<file path="src/rtl/toffoli_cascade.sv">
module toffoli_cascade #(
  parameter int N      = 8,
  parameter int STAGES = 16,
  localparam int TW    = (N > 1) ? $clog2(N) : 1,
  localparam int SW    = (STAGES > 1) ? $clog2(STAGES) : 1
) (
  input  logic          clk,
  input  logic          rst_n,
  input  logic          cfg_we,
  input  logic [SW-1:0] cfg_idx,
  input  logic [N-1:0]  cfg_ctrl,
  input  logic [TW-1:0] cfg_tgt,
  input  logic          cfg_en,
  output logic          cfg_err,
  input  logic          dir_rev,
  input  logic          flush,
  input  logic          in_valid,
  input  logic [N-1:0]  in_data,
  output logic          out_valid,
  output logic [N-1:0]  out_data
);

  localparam logic [TW:0] NLIM = N[TW:0];
  localparam logic [SW:0] SLIM = STAGES[SW:0];

  logic [N-1:0]  g_ctl [STAGES];
  logic [TW-1:0] g_tgt [STAGES];
  logic [STAGES-1:0] g_en;

  logic [N-1:0] dq [STAGES];
  logic [STAGES-1:0] vq;

  logic [N-1:0] tgt_bit;
  logic refuse;

  assign tgt_bit = N'(1) << cfg_tgt;
  assign refuse  = ({1'b0, cfg_tgt} >= NLIM) || ({1'b0, cfg_idx} >= SLIM) ||
                   ((cfg_ctrl & tgt_bit) != '0);

  always_ff @(posedge clk) begin
    if (!rst_n) begin
      cfg_err <= 1'b0;
      g_en    <= '0;
      for (int i = 0; i < STAGES; i++) begin
        g_ctl[i] <= '0;
        g_tgt[i] <= '0;
      end
    end else begin
      cfg_err <= cfg_we && refuse;
      if (cfg_we && !refuse) begin
        g_ctl[cfg_idx] <= cfg_ctrl;
        g_tgt[cfg_idx] <= cfg_tgt;
        g_en[cfg_idx]  <= cfg_en;
      end
    end
  end

  for (genvar k = 0; k < STAGES; k++) begin : g_stage
    localparam int FWD = k;
    localparam int REV = STAGES - 1 - k;

    logic [N-1:0]  src, mask, nxt;
    logic [TW-1:0] tg;
    logic          en, hit, vin;

    if (k == 0) begin : g_head
      assign src = in_data;
      assign vin = in_valid;
    end else begin : g_body
      assign src = dq[k-1];
      assign vin = vq[k-1];
    end

    assign mask = dir_rev ? g_ctl[REV] : g_ctl[FWD];
    assign tg   = dir_rev ? g_tgt[REV] : g_tgt[FWD];
    assign en   = dir_rev ? g_en[REV]  : g_en[FWD];
    assign hit  = en && ((src & mask) == mask);
    assign nxt  = src ^ (hit ? (N'(1) << tg) : '0);

    always_ff @(posedge clk) begin
      if (!rst_n) begin
        vq[k] <= 1'b0;
        dq[k] <= '0;
      end else begin
        vq[k] <= vin && !flush;
        dq[k] <= nxt;
      end
    end
  end

  assign out_valid = vq[STAGES-1];
  assign out_data  = dq[STAGES-1];

endmodule

</file>
<file path="config.mk">
export PLATFORM = sky130hd
export DESIGN_NAME = toffoli_cascade
export DESIGN_NICKNAME = d
export VERILOG_FILES = /design/src/rtl/toffoli_cascade.sv
export SDC_FILE = /design/constraint.sdc
export NUM_CORES = 1
export LEC_CHECK = 0
export ABC_CLOCK_PERIOD_IN_PS = 6390
export BUFFER_PORTS_ARGS = -buffer_cell sky130_fd_sc_hd__clkbuf_2
export CELL_PAD_IN_SITES_DETAIL_PLACEMENT = 1
export CELL_PAD_IN_SITES_GLOBAL_PLACEMENT = 1
export CORE_ASPECT_RATIO = 0.9
export CORE_MARGIN = 2
export CORE_UTILIZATION = 35
export CTS_CLUSTER_DIAMETER = 50
export CTS_CLUSTER_SIZE = 12
export DETAILED_ROUTE_END_ITERATION = 8
export PLACE_DENSITY = 0.68
export SYNTH_ARGS = -nofsm -noshare
export SYNTH_HDL_FRONTEND = slang
export SYNTH_SLANG_ARGS = --single-unit
export TNS_END_PERCENT = 1
</file>
<file path="constraint.sdc">
create_clock -name clk -period 6.39 [get_ports clk]
set_input_delay 0.9585 -clock clk [delete_from_list [all_inputs] [get_ports clk]]
set_output_delay 0.9585 -clock clk [all_outputs]
set_load 0.1 [all_outputs]
</file>
After elaboration in Yosys (flattened, before gate mapping)
Memory sizes are Yosys's and may differ from the RTL's.
Cells that the tools add are included.

word-level totals
  bits in writable memories = 304
  output and inout bits = 10
  word-level logic and storage cells = 239
  latch bits = 0
  bits in read-only memories = 0
  register bits after elaboration = 33
  input port bits = 30
  memories = 3

operators by class
  add/sub/neg operators = 0
  eq/ne operators = 16
  divide/modulo/power cells = 0
  bitwise operators = 49
  reductions and logical operators = 40
  magnitude comparators = 2
  multiplexer cells = 94
  shifts and indexed selects = 17
  $mul = 0

memories
  memory  depth  width  read ports  clocked after Yosys merged registers in  write ports  RTL line  RTL
  dq      16     8      16          0                                        16           30        logic [N-1:0] dq [STAGES];
  g_ctl   16     8      16          0                                        16           26        logic [N-1:0] g_ctl [STAGES];
  g_tgt   16     3      16          0                                        16           27        logic [TW-1:0] g_tgt [STAGES];

operator list
  cell                                                                   count
  8-bit 2-to-1 mux                                                       49
  8-bit AND                                                              17
  1-bit by 3-bit left shift with 8-bit output, first input constant      17
  8-bit equality test                                                    16
  8-bit XOR                                                              16
  3-bit 2-to-1 mux                                                       17
  1-bit logical AND                                                      35
  1-bit 2-to-1 mux                                                       24
  16-bit bitwise mux                                                     1
  1-bit bitwise OR                                                       16
  4-bit 2-to-1 mux                                                       2
  8-bit nonzero test                                                     1
  8-bit OR reduction                                                     1
  4-bit by 5-bit < comparator with 1-bit output, second input constant   1
  1-bit demux with 4-bit select                                          1
  4-bit by 1-bit >= comparator with 1-bit output, second input constant  1
  3-bit OR reduction                                                     1
  1-bit logical NOT                                                      2

Logic depth before layout (Yosys ltp)
  depth in word-level cells = 10
  depth in mapped cells = 12
  gate-level depth less buffers = 6

Least setup slack after synthesis
Ideal clock, no wire load.

  path kind = in2reg
  from = in cfg_tgt[2]
  to = mem g_ctl[2][0] (enable)
  path slack = 3.048 ns
  setup time = 0.394 ns
  data arrival time = 2.947 ns
  required time = 5.996 ns
  stages on the path = 8
  buffers on the path = 2
  cells stage by stage = clkbuf_1 > mux2i_1 > nand3b_1 > nand4_1 > and2_1 > clkbuf_1 > nand2_1 > o21ai_0

RTL lines
  what             RTL line  RTL
  start, declared  12        input logic [TW-1:0] cfg_tgt,
  end, declared    26

==> run summary <==
final period utilization - 0.602
post-cts resize count - 0
critical path type - input pin to flip-flop
final setup fails - 0
GRT Util Overall - 0.229
Starting DRT DRC Count - 1,312
Tightest Hold Check Type - flip-flop to flip-flop
DR WL/cell - 23.6 um
Synth Area in Adders - 0
remaining antenna violation count - 0
Final WS setup - 2540 ps
die width - 237 um
TritonCTS clock tree - yes
buffers added on ports - 39
root buffer cell - clkbuf_16
mapped cell area - 17,000 sq um
Yosys reg bits - 337
mux cell area share after synthesis - 0.0684
LEAKAGE - 7.06 nW
total iterations of the first detailed-routing run - 7
largest family of logic cells by synthesized area - simple AND/OR/NAND/NOR gates
average size of a mapped cell - 9.52 sq um
post-synthesis simple-gate area fraction - 0.228
Unique masters post-synth - 71
Max-slew headroom - 0.217
Util after Layout - 0.401
H-Tree Depth - 2
Hold Fails Final Rpt - 0
DR DRC count - 0
Skew-Pair Late Insertion Delay - 600 ps
Critical Path AT - 4300 ps
Final Max Slew Viols - 0
top-count cell post-synth - nand2_1
Pwr per Cell Area - 284 nW/um^2
placed cell area - 17,700 sq um
Tightest Pin Transition - 1170 ps
Fin Hold WS - 427 ps
RSZ-0062 raised after global routing - false
Net Count, Synth - 1,820
Layout fillers - 5,451
Synth top cells by count - nand2_1 (229), edfxtp_1 (176), dfxtp_1 (161), nor2_1 (141), inv_1 (123)
Area growth syn-to-layout - 12.8%
Synth Area in Compound Gates - 0.135
outcome - complete, no violations
startpoint types - input pin
GR Overflow Total - 0
DP HPWL - 41,300 um
Crit Path Max Fanout - 99
maxcap violations - 0
Sink Count - 337
post-synthesis xor/xnor area fraction - 0.0103
vias per std cell - 5.78
IO Count - 40
cell area after layout - 19,200 sq um
post-CTS setup buffers - 0
fraction of registers with async set/reset - 0
Initial Utilization - 0.355
global-route wire length before repair - 87,400 um
total number of yosys warnings - 0
fmax - 260 MHz
Seq/Total Area, Yosys - 0.499
Die Y - 213 um
Nets - 1,815
hold buffers post-CTS - 0
CTS clk-pin slew, worst paths - 60 ps
CP Capture Type - flip-flop
largest net degree at the start of global routing - 125
Post-synth EDFFs - 176
Worst Clk Skew - 24.1 ps
die area - 50,500 sq um
critical path data required time - 6850 ps
Core ar. - 47,900 sq um
Rows - 76
vias in the first global route - 14,100
final WL - 57,800 um
Setup TNS - 0 ps
min Tclk post-route - 3850 ps
commonest register cell after synthesis - edfxtp_1
RD Place Congestion - 0.916
area leader, netlist - edfxtp_1
Clock Path Buffers - 3
Max VDD drop - 230 uV
Num CTS Buffers - 47
top cell type's share of synthesized area - 0.310
Placement Setup Slack - 2190 ps
ranking of synthesized cells by area - edfxtp_1 (31%), dfxtp_1 (19%), mux2i_1 (6.1%)
Via Count - 14,100
ratio of cells with drive above 1 in the final layout - 0.0992
initial antenna violation count - 1
Cells after Synth - 1,790
## final timing paths
path | startpoint | end | slack [ps] | depth (start not counted)
min | g_stage[14].vin | g_stage[15].vin | 430 | 1
max reg2reg | dq[1][3] | dq[1][13] | 3940 | 6
min reg2reg | g_stage[14].vin | g_stage[15].vin | 430 | 1
max | dir_rev | dq[0][16] | 2540 | 8
## where the power goes
| part | internal, mW | switching (mW) | leakage, nW |
|---|---|---|---|
| registers | 2.35 | 0.0842 | 2.98 |
| logic | 0.112 | 0.277 | 3.32 |
| clock network | 1.53 | 1.09 | 0.758 |
## critical path, cell delays in order
cell and delay (ps):
buf_6 440, buf_4 1000, nand2_1 110, a2111oi_0 610
o22ai_1 390, or3_1 450, o211ai_1 190, o31ai_1 90
## registers in the layout, indices dropped and copies added, names as in the netlist
| register | count |
|---|---|
| out_valid | 1 |
| g_ctl | 128 |
| g_stage.vin | 15 |
| dq | 128 |
| g_tgt | 48 |
| g_en | 16 |
| cfg_err | 1 |
## area by class of cell
cell class | instances | area [sq um] | share of cell area
Sequential cell | 337 | 8510 | 0.443
Multi-Input combinational cell | 1215 | 7540 | 0.392
Clock buffer | 63 | 1320 | 0.0687
Tap cell | 624 | 781 | 0.0406
Inverter | 124 | 465 | 0.0242
Timing Repair Buffer | 60 | 365 | 0.0190
Clock inverter | 25 | 244 | 0.0127
Antenna cell | 1 | 2.50 | 0.000130
## metal layers
metal / up-vias / wire, um / track usage
li1: 6482 / - / -
met1: 7045 / 26400 / 0.319
met2: 505 / 25200 / 0.351
met3: 115 / 4650 / 0.0578
met4: 0 / 1550 / 0.0681
met5: - / 0 / 0
## kinds of logic (layout without fill, tap and decap cells)
group,after synthesis,in the layout
AO/OA/AOI/OAI,320,320
XOR/XNOR,20,20
buffers and inverters,238,272
flip-flops,337,337
multiplexers,115,115
other,0,1
AND/OR/NAND/NOR,760,760
## cell usage in the layout, fill, tap and decap left out, types with 11 or more instances in the layout
cell type	Yosys	final
a21oi_1	53	53
a221oi_1	22	22
a222oi_1	14	14
a22oi_1	29	29
a31oi_1	22	22
and2_1	20	20
and3_1	89	89
buf_4	15	21
clkbuf_1	76	11
clkbuf_16	0	50
clkbuf_2	0	37
dfxtp_1	161	161
edfxtp_1	176	176
inv_1	123	122
mux2_2	12	12
mux2i_1	103	103
nand2_1	229	229
nand2b_1	48	48
nand3_1	63	63
nor2_1	141	141
nor2b_1	25	25
nor3_1	28	26
nor4_1	22	22
o21ai_0	50	50
o22ai_1	20	20
o31ai_1	28	28
or3_1	15	15
or4_1	16	16
xnor2_1	15	15
## stage by stage
step                power, mW  instances
floorplan                2.70       1790
global placement         2.84       2360
detailed placement       2.86       2360
CTS                      5.49       2448
global route             5.62       2448
finish                   5.45       2449
Power figures use the tool's default switching activity.
